[config.mk]
export PLATFORM = sky130hd
export DESIGN_NAME = dcd_seq
export DESIGN_NICKNAME = d
export VERILOG_FILES = /design/src/rtl/dcd_seq.sv
export SDC_FILE = /design/constraint.sdc
export NUM_CORES = 1
export LEC_CHECK = 0
export BUFFER_PORTS_ARGS = -buffer_cell sky130_fd_sc_hd__clkbuf_2
export CAP_MARGIN = 20
export CORE_UTILIZATION = 60
export DETAILED_ROUTE_END_ITERATION = 16
export PLACE_DENSITY = 0.79
export RECOVER_POWER = 100
export SYNTH_ARGS = -nofsm -noshare
export SYNTH_HDL_FRONTEND = slang
export SYNTH_SLANG_ARGS = --single-unit
[constraint.sdc]
create_clock -name clk -period 3 [get_ports clk]
set_input_delay 0.3 -clock clk [delete_from_list [all_inputs] [get_ports clk]]
set_output_delay 0.3 -clock clk [all_outputs]
set_load 0.05 [all_outputs]
[src/rtl/dcd_seq.sv]
module dcd_seq #(
  parameter int unsigned SETTLE_CYC = 2_500_000,
  parameter int unsigned PH1_CYC    = 25_000_000,
  parameter int unsigned PH2_CYC    = 10_000_000
) (
  input  logic clk,
  input  logic rst_n,
  input  logic start_i,
  input  logic vbus_ok_i,
  input  logic abort_i,
  input  logic dp_hi_i,
  input  logic dm_hi_i,
  output logic dp_src_en_o,
  output logic dm_sink_en_o,
  output logic done_o,
  output logic pass_o
);
  localparam int unsigned M1   = (SETTLE_CYC > PH1_CYC) ? SETTLE_CYC : PH1_CYC;
  localparam int unsigned MAXC = (M1 > PH2_CYC) ? M1 : PH2_CYC;
  localparam int unsigned CW   = $clog2(MAXC + 1);

  typedef enum logic [1:0] {ST_IDLE, ST_SETTLE, ST_PH1, ST_PH2} st_t;

  st_t           state;
  logic [CW-1:0] cnt;
  logic [CW-1:0] lim;
  logic          at_end, kill;

  always_comb begin
    case (state)
      ST_SETTLE: lim = CW'(SETTLE_CYC - 1);
      ST_PH1:    lim = CW'(PH1_CYC - 1);
      default:   lim = CW'(PH2_CYC - 1);
    endcase
  end

  assign at_end       = (cnt == lim);
  assign kill         = abort_i || !vbus_ok_i;
  assign dp_src_en_o  = (state == ST_PH1) || (state == ST_PH2);
  assign dm_sink_en_o = (state == ST_PH2);

  always_ff @(posedge clk or negedge rst_n) begin
    if (!rst_n) begin
      state  <= ST_IDLE;
      cnt    <= '0;
      done_o <= 1'b0;
      pass_o <= 1'b0;
    end else begin
      done_o <= 1'b0;
      case (state)
        ST_IDLE: if (start_i) begin
          state  <= ST_SETTLE;
          cnt    <= '0;
          pass_o <= 1'b0;
        end
        ST_SETTLE: begin
          if (abort_i) begin
            state  <= ST_IDLE;
            done_o <= 1'b1;
          end else if (!vbus_ok_i) begin
            cnt <= '0;
          end else if (at_end) begin
            state <= ST_PH1;
            cnt   <= '0;
          end else begin
            cnt <= cnt + 1'b1;
          end
        end
        ST_PH1: begin
          if (kill) begin
            state  <= ST_IDLE;
            done_o <= 1'b1;
          end else if (at_end) begin
            cnt <= '0;
            if (dp_hi_i && dm_hi_i) begin
              state <= ST_PH2;
            end else begin
              state  <= ST_IDLE;
              done_o <= 1'b1;
            end
          end else begin
            cnt <= cnt + 1'b1;
          end
        end
        default: begin
          if (kill) begin
            state  <= ST_IDLE;
            done_o <= 1'b1;
          end else if (at_end) begin
            state  <= ST_IDLE;
            done_o <= 1'b1;
            pass_o <= !dp_hi_i && !dm_hi_i;
          end else begin
            cnt <= cnt + 1'b1;
          end
        end
      endcase
    end
  end
endmodule


==> reports/qor.yml <==
run_status: "complete, but fails checks"
violations: "capacitance limit, slew limit"
ys_async_sr_fraction_pct: 100.0
cpPeakStageDelay_ns: 0.48
cpMaxStageDelayCell: "a31o_2"
critPathTopFamily: "compound AO/OA/AOI/OAI gates"
worst_slew_pin_slew_ns: 1.523
syn-num-nets: 247
die_area_sq_um: 3569
io_pins: 11
slew_viol_final: 30
drive_above_1_share_pct: 10.42
cts_resized: 0
ant_nets: 0
ctsHtreeMaxLevel: 2
netlist_instances: 235
endpoint_kind: "flip-flop"
ys_types: 53
switchingPower_uw: 604.3
power.internal_uw: 716.0
drtPass1Iterations: 5
seqCellArea_sq_um: 725.7
fp.dieW_um: 59.75
nFillCells: 281
synth-seq-area-share_pct: 36.27
synth_edf_count: 0
comb_power_share_pct: 46.1
overflow: 0
cts_hold_buf: 0
arrival_ns: 3.01
grt_pass1_vias: 1549
grt_pass1_wl_um: 7362
clock.fmax_mhz: 356.0
vias: 1833
reg2reg_to: "cnt[18]$_DFFE_PN0P_"
path_cells: "inv_1, ha_1, or3b_1, a221o_1, a221oi_4, a31o_2, o21bai_1, a21boi_0"
setup_tns_ns: 0
antenna_found_initial: 0
drt-initial-drc-count: 165
powerDensity_nw_per_um2: 635.3
core_region_area_sq_um: 3103
whs_ns: 0.2937
yosysTopAreaCellShare_pct: 36.27
multiInputGateArea_sq_um: 1165
yosys_warnings: 0
hold_start: "abort_i"
yosys.cell_count.top_type: "nand2_1"
slew_headroom_pct: -1.519
fin_area_sq_um: 2078
cts_tree: "done"
rsz0062_at_grt: "no"
syn_to_final_growth_pct: 3.877
cts_sinks: 29
clkPwrFrac_pct: 18.6
initial_core_util_pct: 64.48
drc: 0
routed_wl_um: 4537
setup.worst_path.start_class: "flip-flop"
hold_depth: 3
vias_per_cell: 6.454
worst-setup-path-type: "flip-flop to flip-flop"
cap_viol_max_count: 1
reg2reg_depth: 8
fin_crit_ns: 2.809
clkLatencyLatePin_ns: 0.33
ys.flop_type: "dfrtp_1"
ys_ff_latch: 29
ys_top_cells_by_count: "nand2_1, nand3_1, dfrtp_1"
power_uw: 1320
grt_use_total_pct: 27.75
hold_violations: 0
post-cts-setup-buffers: 0
hpwlAfterDp_um: 3132
p_leak_uw: 0.0008161
num_rows: 20
synth.area.top_cells: "dfrtp_1, nand3_1, nand2_1"
min_path_type: "input pin to flip-flop"
path_buf_inv: 1
wl_per_cell_um: 15.98
seqPwrFrac_pct: 35.3
gp_congestion: 0.8759
clockBufferDepth: 2
crit_required_ns: 3.20
rrSetupSlack_ns: 0.19
setup_viol: 0
io_buffers: 10
dieHeight_um: 59.75
min_period_over_period_pct: 93.63
grt_max_degree: 30
fin_skew_ns: 0.01639
hold_end: "done_o$_DFF_PN0_"
swShare_pct: 45.77
yosysTopAreaCell: "dfrtp_1"
diodes: 0
final_nets: 252
cts_root_buf: "clkbuf_4"
ir_worst_vdd_uv: 316.9
r2r-start: "state[1]$_DFFE_PN0P_"
place_area_sq_um: 2022
avgSynthCellArea_sq_um: 8.513
cp_max_fo: 20
numCtsBuffers: 5
post_synth_instance_area_sq_um: 2001
clk_pin_slew_worst_paths_ns: 0.10
-- area by class of cell --
type / instances / area share [%]
clock buffers: 7 / 2.649
flip-flops and latches: 29 / 34.92
multi-input cells: 185 / 56.05
well taps: 44 / 2.649
repair buffers: 10 / 2.107
inverters: 9 / 1.626
-- per-layer routing --
| layer | share of wire, % | wire (um) | vias up | global-route usage, % |
|---|---|---|---|---|
| met4 | 1.5 | 68 | 0 | 10.96 |
| met5 | 0 | 0 | - | 0 |
| met2 | 45 | 2052 | 71 | 42.54 |
| met1 | 46 | 2103 | 872 | 38.23 |
| li1 | - | - | 882 | - |
| met3 | 6.9 | 314 | 8 | 5.628 |
-- logic make-up after synthesis --
family,count (synthesis),synth area share (%)
AND/OR/NAND/NOR,136,36.34
AO/OA/AOI/OAI,43,17.64
flip-flops,29,36.27
buffers and inverters,21,5.879
adder cells (fa/ha/maj),5,3.127
multiplexers,1,0.7502
-- cell usage in the layout, fill, tap and decap left out, types with 2 or more instances in the layout --
cell type,instances
nand2_1,37
nand3_1,35
dfrtp_1,29
a21oi_1,10
or3_1,10
inv_1,9
nand4_1,9
nor3_1,8
nor2_1,7
o21ai_0,6
clkbuf_1,6
ha_1,5
clkbuf_4,5
clkbuf_2,5
a31oi_1,4
or2_2,4
o311ai_0,4
nand3b_1,3
nand2b_1,3
or4_1,3
and2_1,3
a221oi_4,2
nor3b_1,2
o21bai_1,2
o211ai_1,2
and3_1,2
o311ai_1,2
-- worst reg2reg max path, delay by kind of cell (launching register included) --
kind                     cells  cell delay (ns)
AO/OA/AOI/OAI                5             1.45
AND/OR/NAND/NOR              1             0.40
flip-flops                   1             0.41
adder cells (fa/ha/maj)      1             0.33
buffers and inverters        1             0.08
-- state kept, by name, summed over array words and instances, names as in the netlist --
name	cells
cnt	25
done_o	1
state	2
pass_o	1
-- worst max path at each step --
| stage | slack [ns] | endpoint | from | cells after the start |
|---|---|---|---|---|
| 6_report | 0.19 | cnt[18]$_DFFE_PN0P_ | state[1]$_DFFE_PN0P_ | 8 |
| 2_1_floorplan | 0.38 | cnt[17]$_DFFE_PN0P_ | state[0]$_DFFE_PN0P_ | 8 |
| 3_3_place_gp | 0.32 | cnt[18]$_DFFE_PN0P_ | state[1]$_DFFE_PN0P_ | 8 |
| 4_1_cts | 0.19 | cnt[22]$_DFFE_PN0P_ | state[1]$_DFFE_PN0P_ | 8 |
| 5_1_grt | 0.04 | cnt[18]$_DFFE_PN0P_ | state[1]$_DFFE_PN0P_ | 8 |
| 3_5_place_dp | 0.23 | cnt[22]$_DFFE_PN0P_ | state[1]$_DFFE_PN0P_ | 8 |
-- stage by stage --
stage,setup WS [ns],utilization (%),cells
detailed placement,0.2261,65.16,277
CTS,0.1885,66.94,284
finish,0.1910,66.98,284
floorplan,0.3844,-,235
global route,0.03982,66.98,284
global placement,0.3195,65.16,277
-- power by group through the flow --
| stage | combinational, uW | clock (uW) | sequential [uW] |
|---|---|---|---|
| finish | 609 | 245 | 466 |
| global route | 662 | 264 | 473 |
| CTS | 618 | 251 | 466 |
| global placement | 606 | 0 | 470 |
| floorplan | 496 | 0 | 507 |
| detailed placement | 616 | 0 | 474 |
No activity file was read; power rests on OpenSTA's default activity.
